[src/rtl/cfgld_pkg.sv]
// Shared types and constants of the configuration loader.
package cfgld_pkg;

    typedef enum logic [2:0] {
        ST_IDLE,     // waiting for a start request
        ST_PROG,     // program held low
        ST_INIT_HI,  // program released, waiting for init high
        ST_FETCH,    // flash address applied, waiting for access time
        ST_LOW,      // byte on bus, configuration clock low
        ST_HIGH,     // configuration clock high, byte still held
        ST_END       // data phase over, waiting for done or init
    } ld_state_t;

    typedef enum logic [1:0] {
        PH_PRE,      // leading filler bytes
        PH_BODY,     // bitstream bytes from flash
        PH_POST      // trailing filler bytes
    } ld_phase_t;

    localparam logic [7:0] PAD_HEAD = 8'hFF;
    localparam logic [7:0] PAD_TAIL = 8'h00;

endpackage

[src/rtl/cfgld_wait_timer.sv]
// Saturating cycle counter that measures time spent in the current state.
// Assumes the owner pulses clr_i on every state change.
module cfgld_wait_timer #(
    parameter int W = 8
) (
    input  logic         clk,
    input  logic         rst_n,
    input  logic         clr_i,
    output logic [W-1:0] cnt_o
);

    // count up from zero after each clear, stop at all-ones
    always_ff @(posedge clk) begin
        if (!rst_n)              cnt_o <= '0;
        else if (clr_i)          cnt_o <= '0;
        else if (cnt_o != '1)    cnt_o <= cnt_o + W'(1);
    end

endmodule

[src/rtl/cfgld_addr_ctr.sv]
// Binary flash address counter: loads a base address, then steps by one.
// Assumes load_i and inc_i are never high in the same cycle.
module cfgld_addr_ctr #(
    parameter int W = 24
) (
    input  logic         clk,
    input  logic         rst_n,
    input  logic         load_i,
    input  logic [W-1:0] base_i,
    input  logic         inc_i,
    output logic [W-1:0] addr_o
);

    // hold, load or increment the address
    always_ff @(posedge clk) begin
        if (!rst_n)      addr_o <= '0;
        else if (load_i) addr_o <= base_i;
        else if (inc_i)  addr_o <= addr_o + W'(1);
    end

endmodule

[src/rtl/cfgld_bit_flip.sv]
// Reverses bit order of a bus: out[i] = in[W-1-i]. Pure wiring.
module cfgld_bit_flip #(
    parameter int W = 8
) (
    input  logic [W-1:0] in_i,
    output logic [W-1:0] out_o
);

    for (genvar i = 0; i < W; i++) begin : g_flip
        assign out_o[i] = in_i[W-1-i];
    end

endmodule

[src/rtl/cfgld_top.sv]
// Byte-parallel configuration loader for an SRAM-based FPGA.
// Runs the program/init reset handshake, strobes PAD_LEN 0xFF bytes, the
// STREAM_LEN flash bytes (bit-reversed) and PAD_LEN 0x00 bytes, then waits
// for done or init. Every wait on the target is bounded by TMO_CYC cycles.
// Assumes cfg_init_n_i and cfg_done_i are synchronous to clk, and that
// PROG_HOLD_CYC and TMO_CYC are at least 1.
module cfgld_top
    import cfgld_pkg::*;
#(
    parameter int ADDR_W        = 24,
    parameter int STREAM_LEN    = 69900,
    parameter int PAD_LEN       = 64,
    parameter int PROG_HOLD_CYC = 60,
    parameter int ACC_WAIT      = 2,
    parameter int TMO_CYC       = 200000,
    parameter int OPEN_LOOP     = 0
) (
    input  logic              clk,
    input  logic              rst_n,
    input  logic              start_i,
    input  logic [ADDR_W-1:0] base_addr_i,
    output logic              busy_o,
    output logic              ok_o,
    output logic              err_o,
    output logic [ADDR_W-1:0] flash_addr_o,
    input  logic [7:0]        flash_data_i,
    output logic              cfg_prog_n_o,
    input  logic              cfg_init_n_i,
    input  logic              cfg_done_i,
    output logic              cfg_cs_n_o,
    output logic              cfg_wr_n_o,
    output logic              cfg_cclk_o,
    output logic [7:0]        cfg_data_o
);

    localparam int BYTE_MAX = (STREAM_LEN > PAD_LEN) ? STREAM_LEN : PAD_LEN;
    localparam int CNT_W    = $clog2(BYTE_MAX + 1);
    localparam int T_A      = (TMO_CYC > PROG_HOLD_CYC) ? TMO_CYC : PROG_HOLD_CYC;
    localparam int TMR_MAX  = (T_A > ACC_WAIT + 1) ? T_A : ACC_WAIT + 1;
    localparam int TMR_W    = $clog2(TMR_MAX + 1);

    localparam logic [TMR_W-1:0] TMO_LAST  = TMR_W'(TMO_CYC - 1);
    localparam logic [TMR_W-1:0] HOLD_LAST = TMR_W'(PROG_HOLD_CYC - 1);
    localparam logic [TMR_W-1:0] ACC_LAST  = TMR_W'(ACC_WAIT);
    localparam logic [CNT_W-1:0] PAD_LAST  = CNT_W'(PAD_LEN - 1);
    localparam logic [CNT_W-1:0] BODY_LAST = CNT_W'(STREAM_LEN - 1);

    ld_state_t        state_q, state_d;
    ld_phase_t        phase_q, phase_d;
    logic [CNT_W-1:0] byte_q, byte_d;
    logic [7:0]       data_q, data_d;
    logic [TMR_W-1:0] tmr_cnt;
    logic [7:0]       flash_flip;
    logic [CNT_W-1:0] phase_last;
    logic             addr_ld, addr_inc, fin_ok, fin_err, accept;
    logic             prog_n_q, strobe_n_q, cclk_q, busy_q, ok_q, err_q;

    cfgld_wait_timer #(.W(TMR_W)) i_timer (
        .clk   (clk),
        .rst_n (rst_n),
        .clr_i (state_d != state_q),
        .cnt_o (tmr_cnt)
    );

    cfgld_addr_ctr #(.W(ADDR_W)) i_addr (
        .clk    (clk),
        .rst_n  (rst_n),
        .load_i (addr_ld),
        .base_i (base_addr_i),
        .inc_i  (addr_inc),
        .addr_o (flash_addr_o)
    );

    cfgld_bit_flip #(.W(8)) i_flip (
        .in_i  (flash_data_i),
        .out_o (flash_flip)
    );

    assign phase_last = (phase_q == PH_BODY) ? BODY_LAST : PAD_LAST;
    assign accept     = (state_q == ST_IDLE) && start_i;

    // next-state, byte sequencing and completion decisions
    always_comb begin
        state_d  = state_q;
        phase_d  = phase_q;
        byte_d   = byte_q;
        data_d   = data_q;
        addr_ld  = 1'b0;
        addr_inc = 1'b0;
        fin_ok   = 1'b0;
        fin_err  = 1'b0;
        unique case (state_q)
            ST_IDLE: begin
                if (start_i) begin
                    state_d = ST_PROG;
                    addr_ld = 1'b1;
                end
            end
            ST_PROG: begin
                if (OPEN_LOOP != 0) begin
                    if (tmr_cnt == HOLD_LAST) state_d = ST_INIT_HI;
                end else if (!cfg_init_n_i) begin
                    state_d = ST_INIT_HI;
                end else if (tmr_cnt == TMO_LAST) begin
                    state_d = ST_IDLE;
                    fin_err = 1'b1;
                end
            end
            ST_INIT_HI: begin
                if (cfg_init_n_i) begin
                    state_d = ST_LOW;
                    phase_d = PH_PRE;
                    byte_d  = '0;
                    data_d  = PAD_HEAD;
                end else if (tmr_cnt == TMO_LAST) begin
                    state_d = ST_IDLE;
                    fin_err = 1'b1;
                end
            end
            ST_FETCH: begin
                if (tmr_cnt == ACC_LAST) begin
                    state_d = ST_LOW;
                    data_d  = flash_flip;
                end
            end
            ST_LOW: state_d = ST_HIGH;
            ST_HIGH: begin
                if (byte_q == phase_last) begin
                    byte_d = '0;
                    unique case (phase_q)
                        PH_PRE: begin
                            phase_d = PH_BODY;
                            state_d = ST_FETCH;
                        end
                        PH_BODY: begin
                            phase_d = PH_POST;
                            state_d = ST_LOW;
                            data_d  = PAD_TAIL;
                        end
                        default: state_d = ST_END;
                    endcase
                end else begin
                    byte_d = byte_q + CNT_W'(1);
                    if (phase_q == PH_BODY) begin
                        state_d  = ST_FETCH;
                        addr_inc = 1'b1;
                    end else begin
                        state_d = ST_LOW;
                    end
                end
            end
            ST_END: begin
                if (cfg_done_i) begin
                    state_d = ST_IDLE;
                    fin_ok  = 1'b1;
                end else if (!cfg_init_n_i || tmr_cnt == TMO_LAST) begin
                    state_d = ST_IDLE;
                    fin_err = 1'b1;
                end
            end
            default: state_d = ST_IDLE;
        endcase
    end

    // sequencer state registers
    always_ff @(posedge clk) begin
        if (!rst_n) begin
            state_q <= ST_IDLE;
            phase_q <= PH_PRE;
            byte_q  <= '0;
            data_q  <= '0;
        end else begin
            state_q <= state_d;
            phase_q <= phase_d;
            byte_q  <= byte_d;
            data_q  <= data_d;
        end
    end

    // target pin drivers, registered from the next state
    always_ff @(posedge clk) begin
        if (!rst_n) begin
            prog_n_q   <= 1'b1;
            strobe_n_q <= 1'b1;
            cclk_q     <= 1'b1;
            busy_q     <= 1'b0;
        end else begin
            prog_n_q   <= (state_d != ST_PROG);
            strobe_n_q <= !(state_d inside {ST_FETCH, ST_LOW, ST_HIGH});
            cclk_q     <= (state_d != ST_LOW);
            busy_q     <= (state_d != ST_IDLE);
        end
    end

    // completion status, cleared by an accepted start
    always_ff @(posedge clk) begin
        if (!rst_n) begin
            ok_q  <= 1'b0;
            err_q <= 1'b0;
        end else begin
            if (accept) begin
                ok_q  <= 1'b0;
                err_q <= 1'b0;
            end
            if (fin_ok)  ok_q  <= 1'b1;
            if (fin_err) err_q <= 1'b1;
        end
    end

    assign cfg_prog_n_o = prog_n_q;
    assign cfg_cs_n_o   = strobe_n_q;
    assign cfg_wr_n_o   = strobe_n_q;
    assign cfg_cclk_o   = cclk_q;
    assign cfg_data_o   = data_q;
    assign busy_o       = busy_q;
    assign ok_o         = ok_q;
    assign err_o        = err_q;

endmodule

[config.mk]
export PLATFORM = sky130hd
export DESIGN_NAME = cfgld_top
export DESIGN_NICKNAME = d
export VERILOG_FILES = /design/src/rtl/cfgld_pkg.sv /design/src/rtl/cfgld_wait_timer.sv /design/src/rtl/cfgld_addr_ctr.sv /design/src/rtl/cfgld_bit_flip.sv /design/src/rtl/cfgld_top.sv
export SDC_FILE = /design/constraint.sdc
export NUM_CORES = 1
export LEC_CHECK = 0
export BUFFER_PORTS_ARGS = -buffer_cell sky130_fd_sc_hd__buf_2
export CORE_MARGIN = 2
export CORE_UTILIZATION = 45
export CTS_CLUSTER_SIZE = 20
export DETAILED_ROUTE_END_ITERATION = 8
export GPL_TIMING_DRIVEN = 0
export PLACE_DENSITY = 0.67
export SETUP_SLACK_MARGIN = 0.05
export SYNTH_ARGS = -nofsm -noshare
export SYNTH_HDL_FRONTEND = slang
export SYNTH_SLANG_ARGS = --single-unit
[constraint.sdc]
create_clock -name clk -period 2.28 [get_ports clk]
set_clock_uncertainty 0.1 [all_clocks]
set_input_delay 0.456 -clock clk [delete_from_list [all_inputs] [get_ports clk]]
set_output_delay 0.456 -clock clk [all_outputs]
set_load 0.01 [all_outputs]
==> qor.csv, run 1 <==
metric,value,unit
fraction of registers with async set/reset,0,
Routed wire per std cell,16.1,µm
number of synthesized flops with an enable pin,0,
# diodes,0,
Skew-Pair Late Insertion Delay,370,ps
RSZ-0062 raised after global routing,true,
maximum buffer depth of the clock tree,2,
DR DRC count,0,
"FF+latch count, synth",78,
maximum vdd drop,0.327,mV
cts hold-fix bufs,0,
Synth area leader,dfxtp_1,
Main synth FF type,dfxtp_1,
Ys Warns,0,
Area after DPL,4700,µm²
core area,9150,µm²
# IOs,76,
buffers added on ports,74,
final core utilization,0.573,
Synth top area share,0.372,
Die Width,101,µm
Post-Layout Inst Area,5240,µm²
Site Rows,35,
Final Hold Fails,0,
syn nets,539,
crit-path max FO,4,
die area,10100,µm²
internal power,0.00217,W
clock root buffer,clkbuf_8,
die height,101,µm
htree depth,3,
Max-Slew Margin vs Limit,0.566,
outcome,"finished, violations left",
WHS,232,ps
drt first pass iters,5,
post-synthesis sequential area ratio,0.372,
fin. max-slew vios,0,
clk sinks,78,
Via-to-Cell Ratio,5.85,
CTS tree,built,
pwr dens,578,nW/µm²
first-pass GRT wire length,18.1,mm
Tcrit/Tclk final,1.01,
final setup fails,1,
PnR worst setup slack,-11.5,ps
Pleak,1.96,nW
TritonCTS Buffers,9,
nets@finish,636,
CP required,2420,ps
CP arrival,2430,ps
Commonest cells post-synth,"dfxtp_1, nor2_1, a21oi_1, nand2_1, o21ai_0",
Placer Congestion,0.904,
# Max-Cap Violations,0,
failing checks,setup timing,
Tmin final,2290,ps
number of routed nets with antenna violations,0,
Slew @ Worst Pin,651,ps
largest net degree at the start of global routing,15,
Psw,0.000861,W
combinational share of power,0.149,
sequential share of power,0.495,
initial drt markers,224,
Clock transition at path regs,80,ps
clock power share,0.357,
hold_sp,base_addr_i[0],
library cells used by synthesis,71,
Syn-to-layout area delta,25.0,%
Worst Setup Start Kind,register,
initial antenna violation count,1,
sw frac,0.284,
starting density of the core,0.458,
remaining global-route overflow,0,
FF-to-FF Start,i_timer.cnt_o[5]$_SDFFE_PP0P_,
CP Launch Point,i_timer.cnt_o[5]$_SDFFE_PP0P_,
total track usage,0.224,
CP Class,reg2reg,
"top cells by area, synth","dfxtp_1, a21oi_1, xor2_1",
most common cell in the synthesized netlist,dfxtp_1,
syn avg cell area,8.42,µm²
crit end category,register,
total number of vias,4156,
routed wire length,11.5,mm
Min-Delay Path Class,in2reg,
synthesized area,4190,µm²
highest clock rate,0.436,GHz
HPWL Detailed,8.09,mm
layout cells sized above 1,0.298,
final total power,0.00303,W
pre-CTS setup slack,-391,ps
Post-Syn Instances,498,
vias in the first global route,3811,
fill count,851,
-- cells in the final DEF, fill, tap and decap left out, types with 6 or more instances in the layout --
cell type	netlist	routed
o21ai_0	35	34
nor3_1	12	10
buf_2	5	76
dfxtp_2	0	21
nand2_1	43	41
buf_4	3	14
a21oi_1	43	43
and3_1	14	14
o2111ai_1	10	10
xor2_1	24	24
nand4_1	18	18
a311oi_1	6	6
nor2_1	46	44
dfxtp_1	78	57
clkbuf_8	0	10
a211oi_1	6	6
and4_1	7	7
inv_1	7	7
clkbuf_1	17	13
nand3_1	22	22
and2_1	6	6
-- kinds of logic after synthesis --
family,Yosys count,share of synthesized area
AND/OR/NAND/NOR,205,0.262
XOR/XNOR,29,0.0606
flip-flops,78,0.372
adder cells (fa/ha/maj),4,0.0119
buffers and inverters,33,0.0355
multiplexers,4,0.00985
AO/OA/AOI/OAI,145,0.247
-- per-layer routing --
metal,GRT usage,vias up,share of wire,routed length (µm)
li1,-,2052,-,-
met1,0.289,1976,0.46,5310
met2,0.368,114,0.47,5450
met3,0.0485,14,0.049,565
met4,0.0822,0,0.013,153
met5,0,-,0,0
-- power groups by stage --
stage | Clock (W) | Combinational (W) | Sequential (W)
after detailed placement | 0 | 0.000414 | 0.00153
after global placement | 0 | 0.000406 | 0.00153
after CTS | 0.00111 | 0.000430 | 0.00150
after global routing | 0.00118 | 0.000495 | 0.00151
final | 0.00108 | 0.000451 | 0.00150
after floorplan | 0 | 0.000228 | 0.00155
-- worst max-delay path, stage by stage, from the launching register on --
cell	delay (ps)
dfxtp_2	350
nor4_2	290
nand4_1	230
o21bai_2	240
buf_4	160
o41ai_4	110
nor3b_4	240
or4b_1	450
-- sequential cells by signal, summed over array words and instances (netlist names) --
name	count
byte_q	17
i_addr.addr_o	24
state_q	3
i_timer.cnt_o	18
cfg_cs_n_o	1
cfg_data_o	8
err_o	1
phase_q	2
cfg_cclk_o	1
busy_o	1
cfg_prog_n_o	1
ok_o	1
-- layout make-up --
type | count | area, µm² | share of cell area
timing repair buffer | 87 | 475 | 0.0907
tap | 111 | 139 | 0.0265
buffer | 25 | 135 | 0.0258
multi-input combinational | 387 | 2670 | 0.510
clock inverter | 6 | 68.8 | 0.0131
clock buffer | 10 | 138 | 0.0263
inverter | 7 | 26.3 | 0.00501
sequential | 78 | 1590 | 0.303
-- path summary, 6_finish.rpt --
check | to | slack [ps] | depth (start not counted)
worst min register to register | cfg_data_o[5]$_SDFFE_PN0P_ | 350 | 2
worst max-delay path | cfg_cclk_o$_SDFF_PN1_ | -10 | 7
worst max register to register | cfg_cclk_o$_SDFF_PN1_ | -10 | 7
worst min-delay path | i_addr.addr_o[0]$_SDFFE_PN0P_ | 230 | 3
-- metrics by stage --
stage | setup TNS, ps | cells
after global placement | -3580 | 683
after floorplan | 0 | 498
after detailed placement | -4860 | 683
after CTS | 0 | 708
after global routing | -147 | 711
final | -11.5 | 711
-- timing repair --
action,CTS,global route
setup buffers,9,3
gates resized for setup,17,58
cloned,0,1
pin swaps,10,21
setup endpoints to repair,47,55
Power figures use the tool's default switching activity.
==> inputs of run 2 (changes only) <==
--- a/config.mk
+++ b/config.mk
@@ -12,6 +12,7 @@
 export DETAILED_ROUTE_END_ITERATION = 8
 export GPL_TIMING_DRIVEN = 0
 export PLACE_DENSITY = 0.67
+export RECOVER_POWER = 50
 export SETUP_SLACK_MARGIN = 0.05
 export SYNTH_ARGS = -nofsm -noshare
 export SYNTH_HDL_FRONTEND = slang
==> run 2 against run 1 <==
The run still ends with setup timing left. First-iteration DRC count fell by 1.8%. Count of clock-buffer cells in the layout unchanged. Global-route usage stayed put. Sequential share of layout area up 0.29 points. Register-to-register slack is essentially flat. Fmax hardly changed. Sequential cell count is the same. Critical path depth stayed put. Setup slack improved by 1.1 ps. Utilization decreased by 0.55 points.
==> qor.csv, run 2 (synthesis gave the netlist of run 1 again) <==
metric,value,unit,change
outcome,"finished, violations left",,
failing checks,setup timing,,
largest registers,"i_addr.addr_o x24, i_timer.cnt_o x18, byte_q x17",,
Placer Congestion,0.904,,unchanged
"commonest non-fill, non-tap cell in the layout",dfxtp_1,,
Max-Slew Margin vs Limit,0.585,,+0.0186
DR DRC count,0,,unchanged
Worst Setup Start Kind,register,,
drt first pass iters,6,,+1
final setup fails,1,,unchanged
total number of vias,4200,,+1.1%
Tcrit/Tclk final,1.00,,about the same
PnR worst setup slack,-10.3,ps,+1.13 ps
CP cell instances,nor4_2 > nand4_1 > o21bai_2 > buf_4 > o41ai_4 > nor3b_4 > or4b_1,,
Cells after DPL,683,,unchanged
Slew @ Worst Pin,623,ps,-27.9 ps
routed wire length,11.5,mm,+0.34%
RSZ-0062 raised after global routing,true,,
Syn-to-layout area delta,23.8,%,
Post-Layout Inst Area,5190,µm²,-0.95%
initial drt markers,220,,-1.8%
Die Width,101,µm,unchanged
remaining global-route overflow,0,,unchanged
Routed wire per std cell,16.2,µm,+0.34%
# Max-Cap Violations,0,,unchanged
nets@finish,636,,unchanged
total track usage,0.224,,unchanged
htree depth,3,,unchanged
# IOs,76,,unchanged
highest clock rate,0.437,GHz,about the same
Area after DPL,4700,µm²,unchanged
most frequent cells in the layout,"dfxtp_1, clkbuf_1, nor2_1, a21oi_1, nand2_1",,
starting density of the core,0.458,,unchanged
Skew-Pair Late Insertion Delay,360,ps,about the same
fin. max-slew vios,0,,unchanged
Final Hold Fails,0,,unchanged
Via-to-Cell Ratio,5.91,,+1.1%
Pleak,1.82,nW,-7.3%
buffers added on ports,74,,unchanged
vias in the first global route,3811,,unchanged
CP Class,reg2reg,,
clock root buffer,clkbuf_8,,
number of routed nets with antenna violations,0,,unchanged
largest net degree at the start of global routing,15,,unchanged
HPWL Detailed,8.09,mm,unchanged
die area,10100,µm²,unchanged
maximum buffer depth of the clock tree,2,,unchanged
Tmin final,2290,ps,-1.13 ps
maximum vdd drop,0.325,mV,-0.39%
# diodes,0,,unchanged
final total power,0.00301,W,-0.62%
die height,101,µm,unchanged
WHS,233,ps,+1.09 ps
max reg flops,24,,unchanged
hold depth,3,,unchanged
Site Rows,35,,unchanged
layout cells sized above 1,0.232,,-0.0667
Biggest register,i_addr.addr_o,,
core area,9150,µm²,unchanged
Min-Delay Path Class,in2reg,,
slowest stage cell on the critical path,or4b_1,,
CP peak stage delay,450,ps,about the same
crit end category,register,,
clk sinks,78,,unchanged
CTS tree,built,,
R2R cell count,7,,unchanged
initial antenna violation count,1,,unchanged
Clock transition at path regs,80,ps,about the same
final std cells w/o fill,711,,unchanged
TritonCTS Buffers,9,,unchanged
CP required,2410,ps,about the same
pwr dens,580,nW/µm²,+0.34%
crit-path max FO,4,,unchanged
first-pass GRT wire length,18.1,mm,unchanged
CP arrival,2420,ps,about the same
-- run 2: what timing repair did --
action / CTS / global route
resized for setup: 17 / 58
pin swaps: 10 / 21
setup buffers: 9 / 3
hold buffers: 0 / 0
cloned: 0 / 1
setup endpoints to repair: 47 / 55
-- run 2: per-layer routing --
layer  vias up  share of wire  GRT usage
met5         -              0          0
met4         0          0.013     0.0822
met3        15          0.059     0.0485
met2       129           0.48      0.368
met1      2001           0.45      0.289
li1       2055              -          -
-- run 2: path summary, 6_finish.rpt --
path | slack (ps) | start | to
setup / recovery | -10 | i_timer.cnt_o[5]$_SDFFE_PP0P_ | cfg_cclk_o$_SDFF_PN1_
hold reg to reg | 350 | cfg_data_o[5]$_SDFFE_PN0P_ | cfg_data_o[5]$_SDFFE_PN0P_
setup reg to reg | -10 | i_timer.cnt_o[5]$_SDFFE_PP0P_ | cfg_cclk_o$_SDFF_PN1_
hold / removal | 230 | base_addr_i[0] | i_addr.addr_o[0]$_SDFFE_PN0P_
-- run 2: worst max-delay path: cells and delay by family, from the launching register on --
family,cells,cell delay [ps]
simple gates,4,1200
flops,1,350
compound gates,2,350
buf+inv,1,160
-- run 2: area by class of cell --
class	instances	area, µm²
inverter	7	26.3
clock buffer	10	138
multi-input combinational	387	2670
buffer	25	135
timing repair buffer	87	427
sequential	78	1590
clock inverter	6	68.8
fill	860	3960
tap	111	139
-- run 2: report_power, final --
part / total, W / switching (W) / internal, W
clock: 0.00108 / 0.000532 / 0.000543
sequential: 0.00150 / 0.0000705 / 0.00143
combinational: 0.000436 / 0.000255 / 0.000180
-- run 2: metrics by stage --
step	setup TNS (ps)	setup WS (ps)	util
global route	-149	-76.4	0.567
finish	-10.3	-10.3	0.567
CTS	0	3.31	0.550
floorplan	0	157	-
global placement	-3580	-301	0.514
detailed placement	-4860	-391	0.514
==> inputs of run 3 (changes only) <==
--- a/config.mk
+++ b/config.mk
@@ -11,7 +11,7 @@
 export CTS_CLUSTER_SIZE = 20
 export DETAILED_ROUTE_END_ITERATION = 8
 export GPL_TIMING_DRIVEN = 0
-export PLACE_DENSITY = 0.67
+export PLACE_DENSITY_LB_ADDON = 0.25
 export RECOVER_POWER = 50
 export SETUP_SLACK_MARGIN = 0.05
 export SYNTH_ARGS = -nofsm -noshare
==> run 3 against run 2 <==
The run still ends with setup timing left. Fmax fell by 2.2%. Sequential share of layout area fell by 0.64 points. Wire length decreased by 0.75%. Hold slack got worse by 7.5 ps. Via count grew 0.95%. Clock power shrank 4%. Setup slack got worse by 50 ps. Combinational power up 2%. Register-to-register slack got worse by 50 ps. Utilization grew 0.85 points. Critical path type unchanged. Critical endpoint unchanged. Highest routed layer unchanged.
==> qor.csv, run 3 (synthesis gave the netlist of run 1 again) <==
metric,value,unit,change
final core utilization,0.576,,+0.00848
CP Class,reg2reg,,
Syn-to-layout area delta,25.7,%,
total track usage,0.227,,+0.00290
CP arrival,2460,ps,+40 ps
starting density of the core,0.458,,unchanged
GR Util met2,0.367,,-0.000516
outcome,"finished, violations left",,
nets@finish,641,,+0.79%
max reg flops,24,,unchanged
Clock transition at path regs,80,ps,about the same
GR Util met1,0.293,,+0.00325
crit end category,register,,
number of routed nets with antenna violations,0,,unchanged
vias in the first global route,3972,,+4.2%
final total power,0.00298,W,-1.0%
first-pass GRT wire length,18.3,mm,+1.4%
die height,101,µm,unchanged
Biggest register,i_addr.addr_o,,
Skew-Pair Late Insertion Delay,350,ps,about the same
WHS,225,ps,-7.46 ps
maximum vdd drop,0.327,mV,+0.32%
htree depth,3,,unchanged
Min-Delay Path Class,in2reg,,
Final Hold Fails,0,,unchanged
HPWL Detailed,7.90,mm,-2.4%
clk sinks,78,,unchanged
Site Rows,35,,unchanged
# IOs,76,,unchanged
Worst Setup Start Kind,register,,
RSZ-0062 raised after global routing,true,,
CP cell instances,nor4_2 > nand4_1 > o21bai_4 > o311ai_0 > or2_1 > or4b_1,,
Slew @ Worst Pin,650,ps,+27.6 ps
slowest stage cell on the critical path,or4b_1,,
PnR worst setup slack,-60.8,ps,-50.4 ps
# diodes,0,,unchanged
CP required,2400,ps,about the same
fin. max-slew vios,0,,unchanged
initial antenna violation count,0,,-1
layout cells sized above 1,0.247,,+0.0150
Tcrit/Tclk final,1.03,,+0.0221
largest registers,"i_addr.addr_o x24, i_timer.cnt_o x18, byte_q x17",,
Area after DPL,4700,µm²,unchanged
fill count,824,,-4.2%
largest net degree at the start of global routing,13,,-2
Via-to-Cell Ratio,5.93,,+0.39%
Top Usage Layer GRT,met2,,
cts hold-fix bufs,0,,unchanged
# Max-Cap Violations,0,,unchanged
Tmin final,2340,ps,+50.4 ps
Routed wire per std cell,16.0,µm,-1.3%
GR met3 Demand/Resource,0.0541,,+0.00555
highest clock rate,0.427,GHz,-2.2%
initial drt markers,211,,-4.1%
Die Width,101,µm,unchanged
buffers added on ports,74,,unchanged
die area,10100,µm²,unchanged
maximum buffer depth of the clock tree,2,,unchanged
remaining global-route overflow,0,,unchanged
pre-CTS setup slack,-382,ps,+8.66 ps
CP peak stage delay,460,ps,about the same
routed wire length,11.4,mm,-0.75%
DR DRC count,0,,unchanged
pwr dens,566,nW/µm²,-2.5%
final setup fails,6,,+5
drt first pass iters,4,,-2
most frequent cells in the layout,"dfxtp_1, clkbuf_1, a21oi_1, nand2_1, buf_2",,
total number of vias,4240,,+0.95%
crit-path max FO,8,,+4
"commonest non-fill, non-tap cell in the layout",dfxtp_1,,
Max-Slew Margin vs Limit,0.561,,-0.0239
Placer Congestion,0.880,,-2.6%
Pleak,1.83,nW,+0.61%
Post-Layout Inst Area,5270,µm²,+1.5%
TritonCTS Buffers,9,,unchanged
core area,9150,µm²,unchanged
clock root buffer,clkbuf_8,,
failing checks,setup timing,,
CTS tree,built,,
run 3: changes by cell type in the layout (fill, tap and decap cells not counted), sizes merged:
cell,previous run,this run
inv,9,7
buf,56,60
clkbuf,66,68
run 3: worst max-delay path: cells and delay by family, from the launching register on:
kind,cells,cell delay [ps]
AO/OA/AOI/OAI,2,420
flip-flops,1,360
AND/OR/NAND/NOR,4,1330
run 3: final cells by class:
class                           count  area (µm²)  share of cell area
Buffer                             25         141              0.0268
Clock buffer                       11         141              0.0268
Tap cell                          111         139              0.0264
Clock inverter                      4        47.5             0.00902
Sequential cell                    78        1580               0.299
Inverter                            7        26.3             0.00499
Timing Repair Buffer               92         465              0.0883
Multi-Input combinational cell    387        2730               0.518
run 3: timing repair:
action / 4_1_cts / 5_1_grt
gates resized for setup: 21 / 66
endpoints found under the hold margin: 0 / 0
setup endpoints to repair: 45 / 55
pin swaps: 10 / 19
setup buffers: 10 / 7
cloned: 0 / 1
run 3: path summary, 6_finish.rpt:
path	from	end	slack, ps	depth (start not counted)
min reg2reg	cfg_data_o[3]$_SDFFE_PN0P_	cfg_data_o[3]$_SDFFE_PN0P_	350	2
max	i_timer.cnt_o[2]$_SDFFE_PP0P_	cfg_cclk_o$_SDFF_PN1_	-60	6
max reg2reg	i_timer.cnt_o[2]$_SDFFE_PP0P_	cfg_cclk_o$_SDFF_PN1_	-60	6
min	base_addr_i[23]	i_addr.addr_o[23]$_SDFFE_PN0P_	230	3
run 3: routing by layer:
metal / vias to the layer above / part of all wire
met3: 24 / 0.044
met5: - / 0
met1: 2027 / 0.45
li1: 2078 / -
met2: 111 / 0.48
met4: 0 / 0.022
run 3: through the flow:
stage,setup TNS (ps),cells
global placement,-4050,683
floorplan,0,498
global route,-937,715
finish,-135,715
detailed placement,-4910,683
CTS,0,707
run 3: power by group:
part	leakage [nW]	internal [W]	total (W)	switching (W)
Sequential	0.641	0.00143	0.00150	0.0000684
Clock	0.0952	0.000527	0.00104	0.000512
Combinational	1.10	0.000181	0.000444	0.000263
